File: src/rtl/tpwm_pkg.sv
package tpwm_pkg;
  typedef enum logic [2:0] {
    A_PERIOD  = 3'd0,
    A_CEIL    = 3'd1,
    A_UPSTEP  = 3'd2,
    A_DNSTEP  = 3'd3,
    A_UPHOLD  = 3'd4,
    A_DNHOLD  = 3'd5,
    A_KEY     = 3'd6
  } reg_addr_e;

  localparam logic [3:0] UNLOCK_CODE = 4'hA;
endpackage

File: src/rtl/tpwm_regs.sv
module tpwm_regs
  import tpwm_pkg::*;
#(
  parameter int CW = 12,
  parameter int HW = 8
) (
  input  logic          clk,
  input  logic          rst_n,
  input  logic          wr_en,
  input  logic [2:0]    wr_addr,
  input  logic [CW:0]   wr_data,
  output logic [CW-1:0] per_stg,
  output logic [CW:0]   ceil_stg,
  output logic [CW:0]   up_step,
  output logic [CW:0]   dn_step,
  output logic [HW-1:0] up_hold,
  output logic [HW-1:0] dn_hold,
  output logic          unlocked
);
  logic [CW:0] up_raw, dn_raw;
  logic [3:0]  key_q;

  always_ff @(posedge clk or negedge rst_n) begin
    if (!rst_n) begin
      per_stg  <= '1;
      ceil_stg <= '0;
      up_raw   <= '0;
      dn_raw   <= '0;
      up_hold  <= '0;
      dn_hold  <= '0;
      key_q    <= '0;
    end else if (wr_en) begin
      case (reg_addr_e'(wr_addr))
        A_PERIOD: per_stg  <= wr_data[CW-1:0];
        A_CEIL:   ceil_stg <= wr_data;
        A_UPSTEP: up_raw   <= wr_data;
        A_DNSTEP: dn_raw   <= wr_data;
        A_UPHOLD: up_hold  <= wr_data[HW-1:0];
        A_DNHOLD: dn_hold  <= wr_data[HW-1:0];
        A_KEY:    key_q    <= wr_data[3:0];
        default:  ;
      endcase
    end
  end

  // zero step is promoted to one fine unit
  assign up_step  = (up_raw == '0) ? (CW+1)'(1) : up_raw;
  assign dn_step  = (dn_raw == '0) ? (CW+1)'(1) : dn_raw;
  assign unlocked = (key_q == UNLOCK_CODE);
endmodule

File: src/rtl/tpwm_period.sv
module tpwm_period #(
  parameter int CW = 12
) (
  input  logic          clk,
  input  logic          rst_n,
  input  logic          unlocked,
  input  logic [CW-1:0] per_stg,
  output logic [CW-1:0] cnt,
  output logic [CW-1:0] per_act,
  output logic          term
);
  assign term = unlocked && (cnt == per_act);

  always_ff @(posedge clk or negedge rst_n) begin
    if (!rst_n) begin
      cnt     <= '0;
      per_act <= '1;
    end else if (!unlocked || term) begin
      cnt     <= '0;
      per_act <= per_stg;
    end else begin
      cnt     <= cnt + CW'(1);
    end
  end
endmodule

File: src/rtl/tpwm_ramp.sv
module tpwm_ramp #(
  parameter int CW = 12,
  parameter int HW = 8
) (
  input  logic          clk,
  input  logic          rst_n,
  input  logic          unlocked,
  input  logic          term,
  input  logic [CW-1:0] per_stg,
  input  logic [CW:0]   ceil_stg,
  input  logic [CW:0]   up_step,
  input  logic [CW:0]   dn_step,
  input  logic [HW-1:0] up_hold,
  input  logic [HW-1:0] dn_hold,
  output logic [CW:0]   cmp,
  output logic          dir
);
  logic [HW-1:0] hold;
  logic [CW:0]   per_top, lim;
  logic [CW+1:0] sum;

  assign per_top = {1'b0, per_stg} + (CW+1)'(1);
  assign lim     = (ceil_stg > per_top) ? per_top : ceil_stg;
  assign sum     = {1'b0, cmp} + {1'b0, up_step};

  always_ff @(posedge clk or negedge rst_n) begin
    if (!rst_n) begin
      cmp  <= '0;
      dir  <= 1'b0;
      hold <= '0;
    end else if (!unlocked) begin
      cmp  <= '0;
      dir  <= 1'b0;
      hold <= '0;
    end else if (term) begin
      if (hold != '0) begin
        hold <= hold - HW'(1);
      end else if (!dir) begin
        if (cmp < lim) begin
          cmp  <= (sum >= {1'b0, lim}) ? lim : sum[CW:0];
          hold <= up_hold;
        end else begin
          dir  <= 1'b1;
          hold <= dn_hold;
        end
      end else begin
        if (cmp > dn_step) begin
          cmp  <= cmp - dn_step;
          hold <= dn_hold;
        end else begin
          cmp  <= '0;
          dir  <= 1'b0;
          hold <= up_hold;
        end
      end
    end
  end
endmodule

File: src/rtl/tri_pwm_gen.sv
module tri_pwm_gen #(
  parameter int CNT_W  = 12,
  parameter int HOLD_W = 8
) (
  input  logic           clk,
  input  logic           rst_n,
  input  logic           wr_en,
  input  logic [2:0]     wr_addr,
  input  logic [CNT_W:0] wr_data,
  output logic           pwm_o
);
  logic [CNT_W-1:0]  per_stg, per_act, cnt;
  logic [CNT_W:0]    ceil_stg, up_step, dn_step, cmp;
  logic [HOLD_W-1:0] up_hold, dn_hold;
  logic              unlocked, term, dir;

  tpwm_regs #(.CW(CNT_W), .HW(HOLD_W)) u_regs (
    .clk, .rst_n, .wr_en, .wr_addr, .wr_data,
    .per_stg, .ceil_stg, .up_step, .dn_step, .up_hold, .dn_hold, .unlocked
  );

  tpwm_period #(.CW(CNT_W)) u_period (
    .clk, .rst_n, .unlocked, .per_stg, .cnt, .per_act, .term
  );

  tpwm_ramp #(.CW(CNT_W), .HW(HOLD_W)) u_ramp (
    .clk, .rst_n, .unlocked, .term, .per_stg, .ceil_stg,
    .up_step, .dn_step, .up_hold, .dn_hold, .cmp, .dir
  );

  assign pwm_o = unlocked && ({1'b0, cnt} < cmp);
endmodule

File: config.mk
export PLATFORM = sky130hd
export DESIGN_NAME = tri_pwm_gen
export DESIGN_NICKNAME = d
export VERILOG_FILES = /design/src/rtl/tpwm_pkg.sv /design/src/rtl/tpwm_regs.sv /design/src/rtl/tpwm_period.sv /design/src/rtl/tpwm_ramp.sv /design/src/rtl/tri_pwm_gen.sv
export SDC_FILE = /design/constraint.sdc
export NUM_CORES = 1
export LEC_CHECK = 0
export ABC_AREA = 1
export BUFFER_PORTS_ARGS = -buffer_cell sky130_fd_sc_hd__buf_2
export CAP_MARGIN = 20
export CELL_PAD_IN_SITES_DETAIL_PLACEMENT = 1
export CELL_PAD_IN_SITES_GLOBAL_PLACEMENT = 1
export CORE_UTILIZATION = 48
export CTS_CLUSTER_SIZE = 25
export DETAILED_ROUTE_END_ITERATION = 8
export GPL_TIMING_DRIVEN = 0
export HOLD_SLACK_MARGIN = 0.08
export PLACE_DENSITY_LB_ADDON = 0.08
export SLEW_MARGIN = 5
export SYNTH_ARGS = -nofsm -noshare
export SYNTH_HDL_FRONTEND = slang
export SYNTH_SLANG_ARGS = --single-unit
File: constraint.sdc
create_clock -name clk -period 6.02 [get_ports clk]
set_input_delay 0.301 -clock clk [delete_from_list [all_inputs] [get_ports clk]]
set_output_delay 0.301 -clock clk [all_outputs]
set_load 0.01 [all_outputs]
==> summary.md <==
| Metric | Value |
|---|---|
| Sequential element share of the synthesized area | `0.365` |
| Ys flop type | `dfrtp_1` |
| Overall routed net length | `~25000 um` |
| Count of cell types in the netlist | `52` |
| Worst min path class | `input pin to flop` |
| Drt wl/cell | `~19 um` |
| CTS tree | `yes` |
| Worst r2r dst | `u_ramp.cmp[5]` |
| Number of global-route vias before repair | `about 7500` |
| Cell row count | `between 40 and 50` |
| Critical Path Start | `u_regs.per_stg[0]` |
| 1st-pass router iterations | `5` |
| Via count | `about 7300` |
| Critical path's largest stage delay | `around 0.62 ns` |
| Worst Skew | `0.0177 ns` |
| Routability Congestion | `roughly 0.84` |
| Largest net degree at the start of global routing | `76` |
| All-layer global routing usage | `0.304` |
| Initial antenna violation count | `0` |
| Final ANT Viol Nets | `0` |
| Slew margin rel. | `0.560` |
| Syn-to-layout area delta | `12.3%` |
| Share of the synthesized area in the top cell type | `0.287` |
| Synth area leader | `dfrtp_1` |
| Async set or reset register ratio after synthesis | `1.00` |
| Tot Pwr | `between 3 and 4 mW` |
| Max-Cap Viols | `0` |
| Max Freq | `181 MHz` |
| Post-Place Worst Slack | `approximately 0.46 ns` |
| Latest clock arrival within the worst-skew pair | `approximately 0.42 ns` |
| Syn Inst Count | `1042` |
| Slack of the critical path | `between 0.4 and 0.5 ns` |
| Core area | `approximately 17000 sq um` |
| H-tree Lvls | `4` |
| Slowest-stage cell, CP | `dfstp_2` |
| Multi-input gate area | `about 4500 sq um` |
| # diodes | `0` |
| DP HPWL | `approximately 19000 um` |
| Longest Clk Path Bufs | `2` |
| VDD IR max | `217 uV` |
| Worst Path Arrival | `between 5 and 6 ns` |
| Warnings, synthesis | `0` |
| First-pass GRT wire length | `~40000 um` |
| Critical path capture point | `u_ramp.cmp[5]` |
| Final Slew Violations | `0` |
| Clock slew at reported path FFs | `0.06 ns` |
| # setup viols final | `0` |
| Ranking of synthesized cells by area | `dfrtp_1 (29%), ha_1 (12%), nand2_1 (12%), dfstp_2 (7.8%), o21ai_0 (7.5%)` |
| Share of layout cells above drive strength 1 | `0.125` |
| WP data required | `~6.3 ns` |
| Final critical-path share of the clock period | `0.918` |
| PortBufs | `19` |
| Final hold violations | `0` |
| WS Path Type | `flop to flop` |
| Pleak | `4.48 nW` |
| Syn avg cell area | `7.79 sq um` |
| Fin Hold WS | `approximately 0.22 ns` |
| Post-Syn Area | `a little over 8000 sq um` |
| Worst-Margin Slew | `0.653 ns` |
| Vias per cell | `between 5 and 6` |
| DP Cell Count | `1282` |
| Critical path capture point type | `flop` |
| Initial core utilization | `0.491` |
| Setup Fix Bufs, Post-CTS | `0` |
| Reg2reg path depth | `31` |
| CP Max Fanout | `10` |
| Synthesized Nets | `1141` |
| Post-synth EDFFs | `0` |
| CTS buffer count | `17` |
| Setup tns final | `0 ns` |
| Fillers | `roughly 2100` |
| Layout Cells excl Fill | `about 1300` |
| RR Startpoint | `u_regs.per_stg[0]` |
| FF/Latch Area | `2960 sq um` |
| DRC violations left | `0` |
| CTS Sinks | `117` |
| Die X | `132 um` |
| R2R Setup Slk | `0.49 ns` |
| Die area | `around 17000 sq um` |
| Drt initial violations | `~310` |
| Status | `complete, no violations` |
| CP most frequent cell | `nand2_1` |
| Crit path time final | `5.53 ns` |
| Ports | `20` |
| RSZ-0062 raised after global routing | `no` |
| Post-synthesis register bit count | `117` |
| Nets | `roughly 1200` |
| Crit start category | `flop` |
| Pwr Density | `about 350 nW/um^2` |
| CTS Root Buffer Type | `clkbuf_16` |
| Die H | `132 um` |
| Grt ovf | `0` |
logic make-up after synthesis:
family	Yosys count	synth area share
and+or+nand+nor	431	0.241
AOI/OAI and AO/OA	223	0.152
buffers and inverters	153	0.0760
DFF	117	0.365
adders and majority gates	80	0.125
xor gates and xnor gates	37	0.0399
muxes	1	0.00123
worst min-delay path by stage:
stage / from / endpoint / slack [ns] / depth (start not counted)
5_1_grt: wr_data[12] / u_regs.ceil_stg[12] / 0.25 / 3
3_5_place_dp: rst_n / u_ramp.hold[7] / 0.25 / 1
4_1_cts: wr_data[12] / u_regs.ceil_stg[12] / 0.23 / 3
6_report: wr_data[12] / u_regs.ceil_stg[12] / 0.22 / 3
2_1_floorplan: rst_n / u_period.cnt[0] / 0.005 / 0
3_3_place_gp: u_period.per_act[6] / u_period.per_act[6] / 0.46 / 2
registers in the layout (all words and copies together), names as in the netlist:
register,count
u_ramp.dir,1
u_regs.up_raw,13
u_regs.dn_raw,13
u_period.per_act,12
u_regs.dn_hold,8
u_regs.per_stg,12
u_regs.up_hold,8
u_ramp.hold,8
u_regs.key_q,4
u_regs.ceil_stg,13
u_period.cnt,12
u_ramp.cmp,13
worst max-delay path: cells and delay by family (launching register included):
family	cells	cell delay, ns
and+or+nand+nor	17	2.18
adders and majority gates	3	0.84
DFF	1	0.62
buffers and inverters	3	0.54
AOI/OAI and AO/OA	8	1.18
synth_stat cells, types with 3 or more instances:
library cell,count
a211oi_1,4
a21oi_1,52
a31oi_1,4
buf_4,3
clkbuf_1,28
dfrtp_1,93
dfstp_2,24
ha_1,78
inv_1,110
inv_2,3
nand2_1,254
nand2_2,11
nand2_4,3
nand3_1,55
nand3_2,10
nand4_1,12
nor2_1,47
nor2_4,6
nor3_1,14
nor4_1,5
o211ai_1,8
o21ai_0,121
o21ai_1,12
o21ai_2,8
o21bai_1,3
or2_2,5
xnor2_1,13
xor2_1,24
where the power goes:
part           internal, mW  switching [mW]  total, mW  leakage, nW
Clock                 0.590           0.409      0.999        0.281
Combinational         0.418           0.745       1.16         2.73
Sequential            0.928           0.134       1.06         1.47
stage by stage:
stage          utilization  area [sq um]
2_1_floorplan            -          8110
3_3_place_gp         0.513          8480
3_5_place_dp         0.515          8520
4_1_cts              0.551          9110
5_1_grt              0.551          9110
6_report             0.551          9110
metal layers:
metal	GRT usage	routed length, um	up-vias
met4	0.0853	387	0
met3	0.0396	685	25
met1	0.412	12000	3591
li1	-	-	3545
met2	0.509	12000	98
met5	0	0	-
placed cells by master (no fill, tap or decap), types with 3 or more instances in the layout:
master,Yosys,final
clkinv_4,0,3
nor2_1,47,47
nand4_1,12,12
nand2_1,254,254
inv_2,3,3
nand2_2,11,11
o21bai_1,3,3
nand3_2,10,10
buf_4,3,3
inv_6,0,6
xor2_1,24,24
clkbuf_1,28,27
clkbuf_16,0,17
a211oi_1,4,4
o21ai_2,8,8
nor4_1,5,5
nor3_1,14,14
xnor2_1,13,13
buf_2,2,20
a21oi_1,52,52
dfstp_2,24,24
o211ai_1,8,8
dfrtp_1,93,93
buf_6,2,3
o21ai_0,121,121
a31oi_1,4,4
nand3_1,55,55
ha_1,78,78
inv_1,110,110
nor2_4,6,6
o21ai_1,12,12
or2_2,5,5
nand2_4,3,3
timing repair:
item | 4_1_cts | 5_1_grt
endpoints found under the hold margin | 30 | 0
endpoints found under the setup margin | 0 | 1
gates resized for setup | 0 | 2
hold buffers | 1 | 0
cell type report:
cell class              count  area share
well taps                 220      0.0302
plain buffers              37      0.0198
clock inverters            14      0.0154
repair buffers             21      0.0152
flip-flops and latches    117       0.325
inverters                 116      0.0481
clock buffers              18      0.0482
multi-input cells         772       0.498
Note: power is estimated with default switching activity, not from simulation.
